$ cat src/rtl/ret_pkg.sv
package ret_pkg;

    localparam int MODE_W = 10;

    localparam logic [2:0] SRC_CLK  = 3'd0;
    localparam logic [2:0] SRC_DIV2 = 3'd1;
    localparam logic [2:0] SRC_DIV8 = 3'd2;
    localparam logic [2:0] SRC_LOW  = 3'd3;
    localparam logic [2:0] SRC_SUB  = 3'd4;
    localparam logic [2:0] SRC_EVT  = 3'd5;

    localparam logic [1:0] FLT_BYPASS = 2'd0;
    localparam logic [1:0] FLT_CLK    = 2'd1;
    localparam logic [1:0] FLT_DIV8   = 2'd2;
    localparam logic [1:0] FLT_DIV32  = 2'd3;

    typedef struct packed {
        logic       gate_lvl;
        logic       gate_int_sel;
        logic       gate_en;
        logic       edge_fall;
        logic       edge_both;
        logic [1:0] flt_sel;
        logic [2:0] src_sel;
    } mode_t;

    typedef enum logic {
        ST_IDLE,
        ST_RUN
    } run_state_e;

    typedef enum logic {
        LVL_LO,
        LVL_HI
    } flt_state_e;

endpackage

$ cat src/rtl/ret_sync.sv
module ret_sync #(
    parameter int WIDTH  = 1,
    parameter int STAGES = 2
) (
    input  logic             clk,
    input  logic             rst_n,
    input  logic [WIDTH-1:0] d_i,
    output logic [WIDTH-1:0] q_o
);
    logic [STAGES-1:0][WIDTH-1:0] stg_q;

    always_ff @(posedge clk or negedge rst_n) begin
        if (!rst_n) begin
            stg_q <= '0;
        end else begin
            stg_q <= {stg_q[STAGES-2:0], d_i};
        end
    end

    assign q_o = stg_q[STAGES-1];
endmodule

$ cat src/rtl/ret_prescaler.sv
module ret_prescaler #(
    parameter int TAP_A_LOG = 1,
    parameter int TAP_B_LOG = 3,
    parameter int TAP_C_LOG = 5
) (
    input  logic clk,
    input  logic rst_n,
    output logic stb_a_o,
    output logic stb_b_o,
    output logic stb_c_o
);
    localparam int PRE_W = TAP_C_LOG;

    logic [PRE_W-1:0] pre_q;

    always_ff @(posedge clk or negedge rst_n) begin
        if (!rst_n) begin
            pre_q <= '0;
        end else begin
            pre_q <= pre_q + 1'b1;
        end
    end

    assign stb_a_o = &pre_q[TAP_A_LOG-1:0];
    assign stb_b_o = &pre_q[TAP_B_LOG-1:0];
    assign stb_c_o = &pre_q[TAP_C_LOG-1:0];


    strobe_nest_chk: assert property (@(posedge clk) disable iff (!rst_n)
        (stb_c_o |-> stb_b_o) and (stb_b_o |-> stb_a_o))
        else $error("slow strobe without faster strobe");


    strobe_gap_chk: assert property (@(posedge clk) disable iff (!rst_n)
        stb_a_o |=> !stb_a_o)
        else $error("divide-by-2 strobe on two cycles in a row");
endmodule

$ cat src/rtl/ret_event_cond.sv
module ret_event_cond
    import ret_pkg::*;
#(
    parameter int SYNC_STAGES = 2,
    parameter int FLT_DEPTH   = 3
) (
    input  logic       clk,
    input  logic       rst_n,
    input  logic       evt_i,
    input  logic       gate_ext_i,
    input  logic       gate_int_i,
    input  logic [1:0] flt_sel_i,
    input  logic       edge_both_i,
    input  logic       edge_fall_i,
    input  logic       gate_en_i,
    input  logic       gate_int_sel_i,
    input  logic       gate_lvl_i,
    input  logic       stb_b_i,
    input  logic       stb_c_i,
    output logic       ev_tick_o
);
    localparam int             AGREE_W    = $clog2(FLT_DEPTH);
    localparam logic [AGREE_W-1:0] AGREE_LAST = AGREE_W'(FLT_DEPTH - 1);

    logic [2:0]         sync_s;
    logic               evt_s;
    logic               gext_s;
    logic               gint_s;
    logic               smp;
    logic               differs;
    flt_state_e         lvl_q;
    flt_state_e         lvl_nxt;
    logic [AGREE_W-1:0] agree_q;
    logic [AGREE_W-1:0] agree_nxt;
    logic               filt;
    logic               filt_d_q;
    logic               rise;
    logic               fall;
    logic               edge_hit;
    logic               gate_raw;
    logic               gate_open;

    ret_sync #(.WIDTH(3), .STAGES(SYNC_STAGES)) u_sync (
        .clk   (clk),
        .rst_n (rst_n),
        .d_i   ({gate_int_i, gate_ext_i, evt_i}),
        .q_o   (sync_s)
    );

    assign evt_s  = sync_s[0];
    assign gext_s = sync_s[1];
    assign gint_s = sync_s[2];

    always_comb begin
        unique case (flt_sel_i)
            FLT_BYPASS: smp = 1'b0;
            FLT_CLK:    smp = 1'b1;
            FLT_DIV8:   smp = stb_b_i;
            FLT_DIV32:  smp = stb_c_i;
            default:    smp = 1'b0;
        endcase
    end

    // filter level state register
    always_ff @(posedge clk or negedge rst_n) begin
        if (!rst_n) begin
            lvl_q   <= LVL_LO;
            agree_q <= '0;
        end else begin
            lvl_q   <= lvl_nxt;
            agree_q <= agree_nxt;
        end
    end

    // filter next state
    always_comb begin
        lvl_nxt   = lvl_q;
        agree_nxt = agree_q;
        unique case (lvl_q)
            LVL_LO:  differs = evt_s;
            LVL_HI:  differs = !evt_s;
            default: differs = 1'b0;
        endcase
        if (smp) begin
            if (differs) begin
                if (agree_q == AGREE_LAST) begin
                    lvl_nxt   = (lvl_q == LVL_LO) ? LVL_HI : LVL_LO;
                    agree_nxt = '0;
                end else begin
                    agree_nxt = agree_q + 1'b1;
                end
            end else begin
                agree_nxt = '0;
            end
        end
    end

    assign filt = (flt_sel_i == FLT_BYPASS) ? evt_s : (lvl_q == LVL_HI);

    always_ff @(posedge clk or negedge rst_n) begin
        if (!rst_n) begin
            filt_d_q <= 1'b0;
        end else begin
            filt_d_q <= filt;
        end
    end

    assign rise     = filt & ~filt_d_q;
    assign fall     = ~filt & filt_d_q;
    assign edge_hit = edge_both_i ? (rise | fall) : (edge_fall_i ? fall : rise);

    assign gate_raw  = gate_int_sel_i ? gint_s : gext_s;
    assign gate_open = !gate_en_i || (gate_raw == gate_lvl_i);
    assign ev_tick_o = edge_hit & gate_open;


    flt_hold_chk: assert property (@(posedge clk) disable iff (!rst_n)
        !smp |=> $stable(lvl_q))
        else $error("filter level moved without a sample strobe");


    flt_step_chk: assert property (@(posedge clk) disable iff (!rst_n)
        (lvl_q != $past(lvl_q)) |-> ($past(agree_q) == AGREE_LAST))
        else $error("filter level moved before enough agreeing samples");


    rise_only_chk: assert property (@(posedge clk) disable iff (!rst_n)
        (ev_tick_o && !edge_both_i && !edge_fall_i) |-> (filt && !filt_d_q))
        else $error("rising-edge mode produced an event without a rise");
endmodule

$ cat src/rtl/ret_core.sv
module ret_core
    import ret_pkg::*;
#(
    parameter int CNT_W = 16
) (
    input  logic             clk,
    input  logic             rst_n,
    input  logic             tick_i,
    input  logic             start_i,
    input  logic             stop_i,
    input  logic [CNT_W-1:0] reload_i,
    input  logic             ld_en_i,
    input  logic [CNT_W-1:0] ld_val_i,
    output logic [CNT_W-1:0] cnt_o,
    output logic             pulse_o,
    output logic             irq_o
);
    run_state_e       state_q;
    run_state_e       state_nxt;
    logic [CNT_W-1:0] cnt_q;
    logic             pulse_q;
    logic             irq_q;

    // state register
    always_ff @(posedge clk or negedge rst_n) begin
        if (!rst_n) begin
            state_q <= ST_IDLE;
        end else begin
            state_q <= state_nxt;
        end
    end

    // transitions
    always_comb begin
        state_nxt = state_q;
        unique case (state_q)
            ST_IDLE: if (!stop_i && start_i) state_nxt = ST_RUN;
            ST_RUN:  if (stop_i)             state_nxt = ST_IDLE;
            default: state_nxt = ST_IDLE;
        endcase
    end

    // counter and outputs
    always_ff @(posedge clk or negedge rst_n) begin
        if (!rst_n) begin
            cnt_q   <= '1;
            pulse_q <= 1'b0;
            irq_q   <= 1'b0;
        end else begin
            irq_q <= 1'b0;
            if (stop_i) begin
                cnt_q   <= reload_i;
                pulse_q <= 1'b0;
            end else begin
                unique case (state_q)
                    ST_IDLE: begin
                        if (ld_en_i) cnt_q <= ld_val_i;
                    end
                    ST_RUN: begin
                        if (tick_i) begin
                            if (cnt_q == '0) begin
                                cnt_q   <= reload_i;
                                pulse_q <= ~pulse_q;
                                irq_q   <= 1'b1;
                            end else begin
                                cnt_q <= cnt_q - 1'b1;
                            end
                        end
                    end
                    default: cnt_q <= cnt_q;
                endcase
            end
        end
    end

    assign cnt_o   = cnt_q;
    assign pulse_o = pulse_q;
    assign irq_o   = irq_q;


    idle_no_irq_chk: assert property (@(posedge clk) disable iff (!rst_n)
        (state_q == ST_IDLE) |-> !irq_q)
        else $error("interrupt while idle");


    stop_clear_chk: assert property (@(posedge clk) disable iff (!rst_n)
        stop_i |=> (state_q == ST_IDLE && !pulse_q))
        else $error("stop did not return to idle");


    uflow_reload_chk: assert property (@(posedge clk) disable iff (!rst_n)
        irq_q |-> (cnt_q == $past(reload_i)))
        else $error("underflow did not load the reload value");


    toggle_chk: assert property (@(posedge clk) disable iff (!rst_n)
        irq_q |-> (pulse_q != $past(pulse_q)))
        else $error("pulse output did not toggle on underflow");


    hold_chk: assert property (@(posedge clk) disable iff (!rst_n)
        (state_q == ST_RUN && !tick_i && !stop_i) |=> $stable(cnt_q))
        else $error("counter moved without a tick");


    dec_chk: assert property (@(posedge clk) disable iff (!rst_n)
        (state_q == ST_RUN && tick_i && !stop_i && cnt_q != '0)
            |=> (cnt_q == $past(cnt_q) - 1'b1))
        else $error("counter did not decrement on tick");
endmodule

$ cat src/rtl/reload_event_timer.sv
module reload_event_timer
    import ret_pkg::*;
#(
    parameter int CNT_W       = 16,
    parameter int SYNC_STAGES = 2,
    parameter int FLT_DEPTH   = 3,
    parameter int TAP_A_LOG   = 1,
    parameter int TAP_B_LOG   = 3,
    parameter int TAP_C_LOG   = 5
) (
    input  logic             clk,
    input  logic             rst_n,
    input  logic             wr_en,
    input  logic             wr_sel,
    input  logic [CNT_W-1:0] wr_data,
    input  logic             start,
    input  logic             stop,
    input  logic             low_tick,
    input  logic             sub_tick,
    input  logic             evt_in,
    input  logic             gate_ext,
    input  logic             gate_int,
    output logic [CNT_W-1:0] count_out,
    output logic             pulse_out,
    output logic             irq
);
    mode_t            mode_q;
    logic [CNT_W-1:0] reload_q;
    logic             stb_a;
    logic             stb_b;
    logic             stb_c;
    logic             ev_tick;
    logic             tick;
    logic             ld_en;

    assign ld_en = wr_en && wr_sel;

    always_ff @(posedge clk or negedge rst_n) begin
        if (!rst_n) begin
            mode_q   <= '0;
            reload_q <= '1;
        end else if (wr_en) begin
            if (wr_sel) reload_q <= wr_data;
            else        mode_q   <= mode_t'(wr_data[MODE_W-1:0]);
        end
    end

    ret_prescaler #(
        .TAP_A_LOG (TAP_A_LOG),
        .TAP_B_LOG (TAP_B_LOG),
        .TAP_C_LOG (TAP_C_LOG)
    ) u_pre (
        .clk     (clk),
        .rst_n   (rst_n),
        .stb_a_o (stb_a),
        .stb_b_o (stb_b),
        .stb_c_o (stb_c)
    );

    ret_event_cond #(
        .SYNC_STAGES (SYNC_STAGES),
        .FLT_DEPTH   (FLT_DEPTH)
    ) u_evt (
        .clk            (clk),
        .rst_n          (rst_n),
        .evt_i          (evt_in),
        .gate_ext_i     (gate_ext),
        .gate_int_i     (gate_int),
        .flt_sel_i      (mode_q.flt_sel),
        .edge_both_i    (mode_q.edge_both),
        .edge_fall_i    (mode_q.edge_fall),
        .gate_en_i      (mode_q.gate_en),
        .gate_int_sel_i (mode_q.gate_int_sel),
        .gate_lvl_i     (mode_q.gate_lvl),
        .stb_b_i        (stb_b),
        .stb_c_i        (stb_c),
        .ev_tick_o      (ev_tick)
    );

    always_comb begin
        unique case (mode_q.src_sel)
            SRC_CLK:  tick = 1'b1;
            SRC_DIV2: tick = stb_a;
            SRC_DIV8: tick = stb_b;
            SRC_LOW:  tick = low_tick;
            SRC_SUB:  tick = sub_tick;
            SRC_EVT:  tick = ev_tick;
            default:  tick = 1'b0;
        endcase
    end

    ret_core #(.CNT_W(CNT_W)) u_core (
        .clk      (clk),
        .rst_n    (rst_n),
        .tick_i   (tick),
        .start_i  (start),
        .stop_i   (stop),
        .reload_i (reload_q),
        .ld_en_i  (ld_en),
        .ld_val_i (wr_data),
        .cnt_o    (count_out),
        .pulse_o  (pulse_out),
        .irq_o    (irq)
    );


    irq_single_chk: assert property (@(posedge clk) disable iff (!rst_n)
        (irq && reload_q != '0 && $past(reload_q) != '0 && !$past(wr_en)) |=> !irq)
        else $error("interrupt wider than one cycle with nonzero reload");
endmodule

$ cat config.mk
export PLATFORM = sky130hd
export DESIGN_NAME = reload_event_timer
export DESIGN_NICKNAME = d
export VERILOG_FILES = /design/src/rtl/ret_pkg.sv /design/src/rtl/ret_sync.sv /design/src/rtl/ret_prescaler.sv /design/src/rtl/ret_event_cond.sv /design/src/rtl/ret_core.sv /design/src/rtl/reload_event_timer.sv
export SDC_FILE = /design/constraint.sdc
export NUM_CORES = 1
export LEC_CHECK = 0
export ABC_AREA = 1
export BUFFER_PORTS_ARGS = -buffer_cell sky130_fd_sc_hd__buf_4
export CORE_UTILIZATION = 55
export CTS_CLUSTER_SIZE = 40
export DETAILED_ROUTE_END_ITERATION = 8
export PLACE_DENSITY = 0.76
export SLEW_MARGIN = 10
export SYNTH_ARGS = -nofsm -noshare
export SYNTH_HDL_FRONTEND = slang
export SYNTH_SLANG_ARGS = --single-unit
export TNS_END_PERCENT = 1
$ cat constraint.sdc
create_clock -name clk -period 4.2 [get_ports clk]
set_clock_uncertainty 0.2 [all_clocks]
set_input_delay 0.21 -clock clk [delete_from_list [all_inputs] [get_ports clk]]
set_output_delay 0.21 -clock clk [all_outputs]
set_load 0.005 [all_outputs]
==> flow_summary.yaml <==
worst_setup_path:
  timing.rr.start: "u_core.state_q"
  rrSetupSlack_ns: 1.66
  cp_max_fo: 20
  endpoint_kind: "flip-flop"
  critPathLaunch: "u_core.state_q"
  crit_path_start_kind: "flip-flop"
  crit_type: "reg2reg"
  arrival_ns: 2.61
  cp.required_ns: 4.26
routing:
  drt-vias-per-instance: 5.50
  drt_iter0_drc: 174
  vias: 3449
  avgRoutedWirePerCell_um: 14.2
  firstDrtPassIters: 4
  ant_nets: 0
  drc: 0
  routed_wirelength_mm: 8.87
place:
  globalplace.congestion: 0.837
  dpl_cell_area_um2: 3920
  dp_hpwl_mm: 6.29
  place.port_buffers: 44
  dp_cells: 589
final_layout:
  antenna_cells: 0
  nFillCells: 504
  nNetsFinal: 581
  drive_gt1_share_pct: 21.7
  area_growth_pct: 21.7
  final_cells: 627
  seq_area_um2: 1540
  final_common_cell: "nand2_1"
  final_cell_mix: "nand2_1 (130), nand3_1 (58), inv_1 (51)"
  final_area_um2: 4340
  multiInputGateArea_um2: 1740
yosys:
  synth_compound_area_share_pct: 11.2
  yosysWarnings: 0
  avgSynthCellArea_um2: 7.35
  ys_seq_area_share_pct: 43.3
  synth_cell_types: 35
  syn_nets: 519
  syn_area_um2: 3560
  synth_xor_area_share_pct: 0.492
  synth_top_family_by_area: "simple AND/OR/NAND/NOR gates"
  synth-simple-area-share_pct: 34.6
  synth-adder-area-share_pct: 2.46
  ys_ff_latch: 60
  synthMuxAreaShare_pct: 0
  post_synth_inst_count: 485
cts:
  clock_latency_ns: 0.34
  clockRootBuffer: "clkbuf_8"
  clk_pin_slew_worst_paths_ns: 0.07
  htreeDepth: 3
  postCtsSetupBuffers: 0
  cts_inserted_buffers: 9
  cts_tree: "built"
  cts_sinks: 60
  cts_max_path_buffers: 2
power_and_ir_drop:
  ir_drop_mv: 0.286
  power_mw: 1.80
  p_int_mw: 1.20
  comb_power_share_pct: 26.3
  power_frac_clock_pct: 29.0
  power_frac_seq_pct: 44.7
  swShare_pct: 33.3
  power_leakage_nw: 2.14
  power.density_nw_per_um2: 415
  p_sw_uw: 599
global_route:
  grt_usage_pct: 28.7
  top_usage_layer: "met2"
  grt.overflow.total: 0
  antenna_found_initial: 0
  grt_max_degree: 61
  grt_pass1_vias: 3093
  grt_use_met1_pct: 35.7
  use_met2_pct: 47.8
  grt_pass1_wl_mm: 14.3
  gr-usage-met3_pct: 6.48
floorplan:
  start_util_pct: 58.5
  die_h_um: 82.5
  dieWidth_um: 82.5
  coreArea_um2: 6100
  io_pins: 45
  dieArea_um2: 6800
  rows: 28
sta:
  rsz0062_at_grt: "false"
  worst_pin_slew_ns: 0.903
  fmax_ghz: 0.393
  finalCritPeriodShare_pct: 60.6
  setup_viol: 0
  fin_setup_tns_ns: 0
  slew_violations: 0
  slew_headroom_pct: 39.7
  hold_violations: 0
  final.min_clock_period_ns: 2.54
job:
  maxCapViolations: 0
hold_path:
  hp-start: "stop"
  hp-class: "in2reg"
status:
  status: "finished, final reports clean"
==> sequential cells by signal (all words and copies together) (netlist names) <==
name                cells
reload_q               16
u_core.cnt_o           16
mode_q                 10
u_pre.pre_q             5
u_evt.u_sync.q_o        3
u_evt.u_sync.stg_q      3
u_evt.agree_q           2
u_core.irq_o            1
u_core.pulse_o          1
u_core.state_q          1
u_evt.filt_d_q          1
u_evt.lvl_q             1
==> cells by family after synthesis <==
logic type      count (synthesis)
flops                          60
fa+ha+maj                       7
simple gates                  268
buf+inv                        71
xor+xnor                        2
compound gates                 77
==> cell type report <==
type | count | area share (%)
tap | 75 | 2.16
clock buffer | 12 | 3.58
multi-input combinational | 354 | 40.1
clock inverter | 4 | 1.10
sequential | 60 | 35.5
inverter | 56 | 4.85
timing repair buffer | 66 | 12.7
==> what timing repair did <==
action	in CTS	in global routing
hold endpoints to repair	57	0
hold buffers	22	0
gates resized for setup	0	0
==> power by group through the flow <==
stage          registers, mW  logic, mW  clock network [mW]
2_1_floorplan          0.782      0.311                   0
3_3_place_gp           0.807      0.443                   0
3_5_place_dp           0.812      0.455                   0
4_1_cts                0.802      0.474               0.537
5_1_grt                0.817      0.537               0.563
6_report               0.804      0.473               0.522
==> critical path: stages, from the launching register on <==
cell and delay, ns:
dfrtp_1 0.77, inv_2 0.32, a31oi_2 0.72, nand2_4 0.26, nand2_1 0.13, nand2_1 0.06
==> final timing paths <==
path	to	depth (start not counted)
max reg2reg	u_core.cnt_o[4]	5
min reg2reg	u_evt.u_sync.q_o[1]	0
max in group asynchronous	u_evt.u_sync.q_o[1]	2
min in group asynchronous	u_evt.lvl_q	2
min	u_core.irq_o	2
max	u_core.cnt_o[4]	5
==> routing by layer <==
metal  vias to the layer above  share of wire (%)
met2                        88                 49
li1                       1679                  -
met4                         0                2.6
met3                        20                3.7
met5                         -                  0
met1                      1662                 44
==> stage by stage <==
step                      util, %  worst slack, ns  hold WS [ns]
after global routing         71.2             1.46        0.0596
after CTS                    71.2             1.72        0.0328
final                        71.2             1.66        0.0642
after global placement       64.2             1.86         0.117
after detailed placement     64.2             1.73         0.121
after floorplan                 -             2.19        -0.286
==> cell usage after synthesis <==
cell,n,area share (%)
nor3_4,1,0.46
a21o_1,1,0.21
nor2_8,1,0.56
nand3_1,58,8.1
a31oi_1,1,0.18
buf_4,1,0.21
a21oi_1,40,5.6
or2_0,2,0.35
xnor2_1,1,0.25
a31oi_2,1,0.35
nor3_1,4,0.56
ha_1,7,2.5
nand3_4,1,0.49
nand2_4,3,0.95
nand4_1,1,0.18
inv_1,51,5.4
nand2_1,130,14
a41oi_1,1,0.25
nor2_4,4,1.3
o21ai_1,5,0.70
buf_2,4,0.56
inv_2,5,0.53
buf_1,1,0.11
nor2_1,47,5.0
nand2_2,3,0.53
dfrtp_1,28,20
nor2_2,8,1.4
nand3_2,1,0.28
or2_2,1,0.18
nand3b_1,3,0.63
clkbuf_1,8,0.84
buf_6,1,0.32
dfstp_2,32,24
o21ai_0,28,3.9
xor2_1,1,0.25
Note: power is estimated with default switching activity, not from simulation.
